[src/rtl/flag_addsub_pkg.sv]
package flag_addsub_pkg;
  typedef enum logic {
    OP_ADD = 1'b0,
    OP_SUB = 1'b1
  } op_e;

  typedef struct packed {
    logic neg;
    logic zero;
    logic carry;
    logic ovf;
  } flags_t;
endpackage

[src/rtl/flag_addsub_core.sv]
module flag_addsub_core #(
  parameter int WIDTH = 32
) (
  input  logic [WIDTH-1:0] a_i,
  input  logic [WIDTH-1:0] b_i,
  input  logic             sub_i,
  output logic [WIDTH-1:0] sum_o
);
  logic [WIDTH-1:0] b_eff;

  // subtract = a + ~b + 1
  assign b_eff = b_i ^ {WIDTH{sub_i}};
  assign sum_o = a_i + b_eff + {{(WIDTH-1){1'b0}}, sub_i};

  always_comb begin
    if (sub_i == 1'b0)
      AST_ADD_RESULT: assert (sum_o == WIDTH'(a_i + b_i)) else $error("add result");
    else
      AST_SUB_RESULT: assert (sum_o == WIDTH'(a_i - b_i)) else $error("sub result");
  end
endmodule

[src/rtl/flag_addsub_zero.sv]
module flag_addsub_zero #(
  parameter int WIDTH = 32,
  parameter int CHUNK = 8
) (
  input  logic [WIDTH-1:0] data_i,
  output logic             zero_o
);
  localparam int NCHUNK = (WIDTH + CHUNK - 1) / CHUNK;
  localparam int PADW   = NCHUNK * CHUNK;

  logic [PADW-1:0]   padded;
  logic [NCHUNK-1:0] any_set;

  assign padded = PADW'(data_i);

  for (genvar g = 0; g < NCHUNK; g++) begin : g_chunk
    assign any_set[g] = |padded[g*CHUNK +: CHUNK];
  end

  assign zero_o = ~|any_set;

  always_comb begin
    AST_ZERO_FLAG: assert (zero_o == (data_i == '0)) else $error("zero flag");
  end
endmodule

[src/rtl/flag_addsub_flags.sv]
module flag_addsub_flags (
  input  logic sign_a_i,
  input  logic sign_b_i,
  input  logic sign_r_i,
  input  logic sub_i,
  output logic carry_o,
  output logic ovf_o
);
  logic add_c, sub_c, add_v, sub_v;

  // carry out of the top bit, rebuilt from the three sign bits
  assign add_c = (sign_a_i & sign_b_i) | ((sign_a_i | sign_b_i) & ~sign_r_i);
  // no-borrow: majority of a, ~b, ~r
  assign sub_c = (sign_a_i & ~sign_b_i) | (sign_a_i & ~sign_r_i) | (~sign_b_i & ~sign_r_i);
  assign add_v = (sign_a_i & sign_b_i & ~sign_r_i) | (~sign_a_i & ~sign_b_i & sign_r_i);
  assign sub_v = (sign_a_i & ~sign_b_i & ~sign_r_i) | (~sign_a_i & sign_b_i & sign_r_i);

  assign carry_o = sub_i ? sub_c : add_c;
  assign ovf_o   = sub_i ? sub_v : add_v;
endmodule

[src/rtl/flag_addsub.sv]
module flag_addsub
  import flag_addsub_pkg::*;
#(
  parameter int WIDTH = 32
) (
  input  logic [WIDTH-1:0] a_i,
  input  logic [WIDTH-1:0] b_i,
  input  logic             sub_i,
  output logic [WIDTH-1:0] result_o,
  output logic             neg_o,
  output logic             zero_o,
  output logic             carry_o,
  output logic             ovf_o
);
  localparam int MSB = WIDTH - 1;

  op_e              op;
  logic [WIDTH-1:0] sum;
  flags_t           flags;

  assign op = op_e'(sub_i);

  flag_addsub_core #(.WIDTH(WIDTH)) u_core (
    .a_i   (a_i),
    .b_i   (b_i),
    .sub_i (op == OP_SUB),
    .sum_o (sum)
  );

  flag_addsub_zero #(.WIDTH(WIDTH)) u_zero (
    .data_i (sum),
    .zero_o (flags.zero)
  );

  flag_addsub_flags u_flags (
    .sign_a_i (a_i[MSB]),
    .sign_b_i (b_i[MSB]),
    .sign_r_i (sum[MSB]),
    .sub_i    (op == OP_SUB),
    .carry_o  (flags.carry),
    .ovf_o    (flags.ovf)
  );

  assign flags.neg = sum[MSB];

  assign result_o = sum;
  assign neg_o    = flags.neg;
  assign zero_o   = flags.zero;
  assign carry_o  = flags.carry;
  assign ovf_o    = flags.ovf;

  // Cross-checks against wide arithmetic that shares no logic with the sign-bit terms
  logic [WIDTH:0]   wide_add;
  logic signed [WIDTH+1:0] s_add, s_sub;
  logic signed [WIDTH+1:0] s_max, s_min;

  always_comb begin
    wide_add = {1'b0, a_i} + {1'b0, b_i};
    s_add = $signed({{2{a_i[MSB]}}, a_i}) + $signed({{2{b_i[MSB]}}, b_i});
    s_sub = $signed({{2{a_i[MSB]}}, a_i}) - $signed({{2{b_i[MSB]}}, b_i});
    s_max = $signed({3'b000, {(WIDTH-1){1'b1}}});
    s_min = -s_max - 1;
    AST_NEG_FLAG: assert (neg_o == result_o[MSB]) else $error("neg flag");
    if (!sub_i) begin
      AST_ADD_CARRY: assert (carry_o == wide_add[WIDTH]) else $error("add carry");
      AST_ADD_OVERFLOW: assert (ovf_o == (s_add > s_max || s_add < s_min)) else $error("add ovf");
    end else begin
      AST_SUB_CARRY: assert (carry_o == (a_i >= b_i)) else $error("sub carry");
      AST_SUB_OVERFLOW: assert (ovf_o == (s_sub > s_max || s_sub < s_min)) else $error("sub ovf");
    end
  end
endmodule

[config.mk]
export PLATFORM = sky130hd
export DESIGN_NAME = flag_addsub
export DESIGN_NICKNAME = d
export VERILOG_FILES = /design/src/rtl/flag_addsub_pkg.sv /design/src/rtl/flag_addsub_core.sv /design/src/rtl/flag_addsub_zero.sv /design/src/rtl/flag_addsub_flags.sv /design/src/rtl/flag_addsub.sv
export SDC_FILE = /design/constraint.sdc
export NUM_CORES = 1
export LEC_CHECK = 0
export ABC_AREA = 1
export ABC_CLOCK_PERIOD_IN_PS = 7200
export BUFFER_PORTS_ARGS = -buffer_cell sky130_fd_sc_hd__buf_2
export CAP_MARGIN = 20
export CORE_UTILIZATION = 40
export DETAILED_ROUTE_END_ITERATION = 6
export GPL_TIMING_DRIVEN = 0
export PLACE_DENSITY = 0.65
export SYNTH_ARGS = -nofsm -noshare
export SYNTH_HDL_FRONTEND = slang
export SYNTH_SLANG_ARGS = --single-unit
[constraint.sdc]
create_clock -name vclk -period 7.2
set_input_delay 0.72 -clock vclk [all_inputs]
set_output_delay 0.72 -clock vclk [all_outputs]
set_load 0.02 [all_outputs]
* Word level (Yosys, flattened, before mapping) *
Index checks and enable logic that the tools add are counted.

storage, ports and cells
  register bits after elaboration = 0
  output and inout port bits = 36

cells by class
  add/sub/neg operators = 2
  mux-type cells = 2
  bitwise gates (word level) = 21
  reductions and logical operators = 2

operators by type and width
  cell                    count
  adder 32 x 1 -> 32 bit  1
  adder 32 bit            1
  OR reduction 32 bit     1
  bitwise XOR 32 bit      1
  AND 1 bit               11
  OR 1 bit                6
  inverter 1 bit          3
  two-way mux 1 bit       2
  zero test 1 bit         1

* Longest topological paths before layout *
  depth after elaboration = 8
  gate-level depth with buffers = 20
  depth with buffers taken out = 20

* By module *
A second synthesis with hierarchy kept.

second synthesis, totals
  cells, all modules = 529
  area total of the unflattened synthesis = 2742.6 um^2

by module, submodules not included
  module             instances  cells an instance  area each (um^2)
  flag_addsub_core   1          480                2551.2
  flag_addsub_zero   1          31                 116.4
  flag_addsub_flags  1          17                 67.6
  flag_addsub        1          1                  7.5

* Worst setup path before layout *
Ideal clock, no wire load.

  kind = input-to-output
  start point = in sub_i
  end point = out ovf_o
  data arrival time = 3.050 ns
  required time = 6.480 ns
  path slack = 3.430 ns
  cell stages on the path = 16
  buffers on the path = 2
  cells stage by stage = buf_6 -> clkbuf_1 -> xor2_1 -> ha_1 -> nand2_1 -> inv_1 -> nand2_2 -> nand2_2 -> nand2_1 -> nand2_1 -> nand2_1 -> nand2_1 -> nand2_1 -> nand2_1 -> nor2_1 -> a311oi_1

on the way
  cells in the longest elaborated chain, start to end = 7
  elaborated cells between the ends (all ways) = 11

RTL lines
  item                          line                                              RTL
  start, declared               flag_addsub.sv:8                                  input logic sub_i,
  bitwise XOR 32 bit            flag_addsub_core.sv:12                            assign b_eff = b_i ^ {WIDTH{sub_i}};
  adder 32 bit                  flag_addsub_core.sv:13                            assign sum_o = a_i + b_eff + {{(WIDTH-1){1'b0}}, sub_i};
  adder 32 x 1 -> 32 bit        flag_addsub_core.sv:13
  inverter 1 bit                flag_addsub_flags.sv:15, flag_addsub_flags.sv:16
  AND 1 bit (on tied branches)  flag_addsub_flags.sv:15, flag_addsub_flags.sv:16
  OR 1 bit (on tied branches)   flag_addsub_flags.sv:15, flag_addsub_flags.sv:16
  two-way mux 1 bit (*)         flag_addsub_flags.sv:19                           assign ovf_o = sub_i ? sub_v : add_v;
  end, declared                 flag_addsub.sv:13                                 output logic ovf_o

Every way passes the cells marked *; elsewhere a longest branch is shown, timed or not.

* Worst setup path after layout *
  start point = in sub_i
  end point = out zero_o

on the way
  cells in the longest elaborated chain, start to end = 5

RTL lines
  item                        line                    RTL
  bitwise XOR 32 bit          flag_addsub_core.sv:12
  adder 32 bit                flag_addsub_core.sv:13
  adder 32 x 1 -> 32 bit (*)  flag_addsub_core.sv:13
  OR reduction 32 bit (*)     flag_addsub_zero.sv:20  assign zero_o = ~|any_set;
  zero test 1 bit (*)         flag_addsub_zero.sv:20
  end, declared               flag_addsub.sv:11       output logic zero_o,

Marked as above.

==> results.cfg <==
[outcome]
status = complete, no violations

[synthesis]
synth_top_area_cell = nand2_1
synth.avg_cell_area_um2 = 5.07
synth_top_area_share_pct = 26.9
synth_common_cells = 214 x nand2_1, 111 x inv_1, 53 x nor2_1
synthTopCellsByArea = nand2_1 27%, inv_1 14%, ha_1 14%, xor2_1 8.8%, nor2_1 6.7%
synth.most_common_cell = nand2_1
yosys_warnings = 0
synthCells = 588
synth_area_um2 = 2980
synthDistinctLibCells = 32
synth_nets = 687
seq_area_frac_synth_pct = 0

[clocking]
cts-hold-fix-buffers = 0
cts_setup_buffers = 0
cts_repair_resize_count = 0

[min_path]
hold_class = primary input to output pin

[critical_path]
cp-start-kind = primary input
critical_path.max_fanout = 10
crit_type = primary input to output pin
required_ps = 6480
end_kind = output pin
critPathArrivalTime_ps = 3720

[global_routing]
track_usage_pct = 23.2
met2_usage_pct = 39.8
grt-ovfl-total = 0
antenna_found_initial = 0
grt_pass1_vias = 3231
grt-busiest-layer = met2
grt_max_degree = 11
grt_pass1_wl_um = 14500
met3_usage_pct = 0
use_met1_pct = 34.5

[layout]
final_area_um2 = 3610
clkbuf_count = 0
multi_input_area_um2 = 2510
num_antenna_cells = 0
syn_to_final_growth_pct = 20.9
nNetsFinal = 789
nFillCells = 832
drive_gt1_share_pct = 20.3
register_area_um2 = 0
seq_cells = 0

[sta]
hold_viol_final = 0
setup_viol_count_final = 0
fmax_mhz = 225
tightestPinTransition_ps = 879
fin_hold_ws_ps = 1820
setup_tns_ps = 0
maxSlewViolCount = 0
grt_setup_unrepaired = no
fin_ws_ps = 2760
relSlewSlack_pct = 41.4
period_minus_slack_ps = 4440
finalCritPeriodShare_pct = 61.7

[die]
core-area_um2 = 7210
die_width_um = 88.3
start_util_pct = 41.3
die-area_um2 = 7800
io_pins = 101
fp.dieH_um = 88.3
rows = 31

[placed_design]
globalplace.congestion = 0.919
io_buffers = 100
postPlaceCellArea_um2 = 3610
dpl.hpwl_um = 8060
pre_cts_ws_ps = 2780

[pwr]
power.share.clock_pct = 0
combinationalPowerShare_pct = 100.0
total_power_mw = 0.499
seqPwrFrac_pct = 0
switchingPower_mw = 0.332
leakagePower_nw = 2.26
power_density_nw_per_um2 = 138
cellInternalPower_mw = 0.167
vdd_drop_max_uv = 69.7
p_sw_share_pct = 66.6

[routing]
routed_wl_um = 9100
post-route-drc-count = 0
vias = 3806
wire_per_inst_um = 11.6
vias_per_cell = 4.84
detail-route-antenna-nets = 0
drt_first_pass_iters = 5
drtIter0Drc = 222

[run]
drv_cap = 0
[power groups by stage]
stage / clock network [mW] / logic (mW) / registers [mW]
final: 0 / 0.499 / 0
after global routing: 0 / 0.561 / 0
after CTS: 0 / 0.495 / 0
after detailed placement: 0 / 0.493 / 0
after global placement: 0 / 0.490 / 0
after floorplan: 0 / 0.351 / 0
[layout by cell type (no fill, tap or decap)]
cell	netlist	final
buf_6	1	1
o21ai_1	2	2
nand3b_1	14	14
nor2_1	53	53
a31oi_1	1	1
nand4_1	8	8
nand2_2	15	15
nor4_2	1	1
clkbuf_1	2	2
nand3_2	2	2
a21oi_2	3	3
buf_4	1	1
nor2_4	1	1
or2_2	1	1
nor2_2	5	5
xnor2_1	2	2
nand2_1	214	214
ha_1	33	33
nor3_1	6	6
nor3_2	2	2
inv_2	7	7
a21oi_1	25	25
o21bai_1	2	2
fa_1	1	1
a21o_1	1	1
nand3_1	29	29
xor2_1	30	30
buf_2	1	101
a311oi_1	1	1
inv_1	111	111
o21ai_0	12	12
a21boi_0	1	1
[final timing paths]
check | startpoint | end | cells after the start
setup / recovery | sub_i | zero_o | 16
hold / removal | a_i[31] | carry_o | 4
[cells by family after synthesis]
kind of cell | Yosys count | synth area share (%)
compound gates | 48 | 8.94
xor+xnor | 32 | 9.40
fa+ha+maj | 34 | 14.5
buf+inv | 123 | 15.9
simple gates | 351 | 51.2
[metal layers]
layer,wire (µm),part of all wire [%],vias up
met1,4650,51,1674
met2,4000,44,116
li1,-,-,2016
met3,450,4.9,0
met5,0,0,-
met4,0,0,0
[through the flow]
stage / std cells / utilization, %
final: 787 / 50.0
after global routing: 787 / 50.0
after CTS: 787 / 50.0
after detailed placement: 787 / 50.0
after global placement: 787 / 50.0
after floorplan: 588 / -
[critical path, stage by stage]
cell and delay (ps):
buf_6 90, clkbuf_1 660, xor2_1 160, ha_1 420, a21oi_1 310, o21ai_0 170
inv_1 80, nand2_1 70, a21oi_1 180, nand2_1 140, nand2_1 80, nand2_1 80
nor2_1 180, nand3_1 140, nor2_2 90, buf_2 160
[final cells by class]
cell class	count	area share [%]
multi-input combinational	465	69.5
timing repair buffer	100	13.9
inverter	118	12.3
tap	99	3.44
buffer	5	0.867
Power figures use the tool's default switching activity.
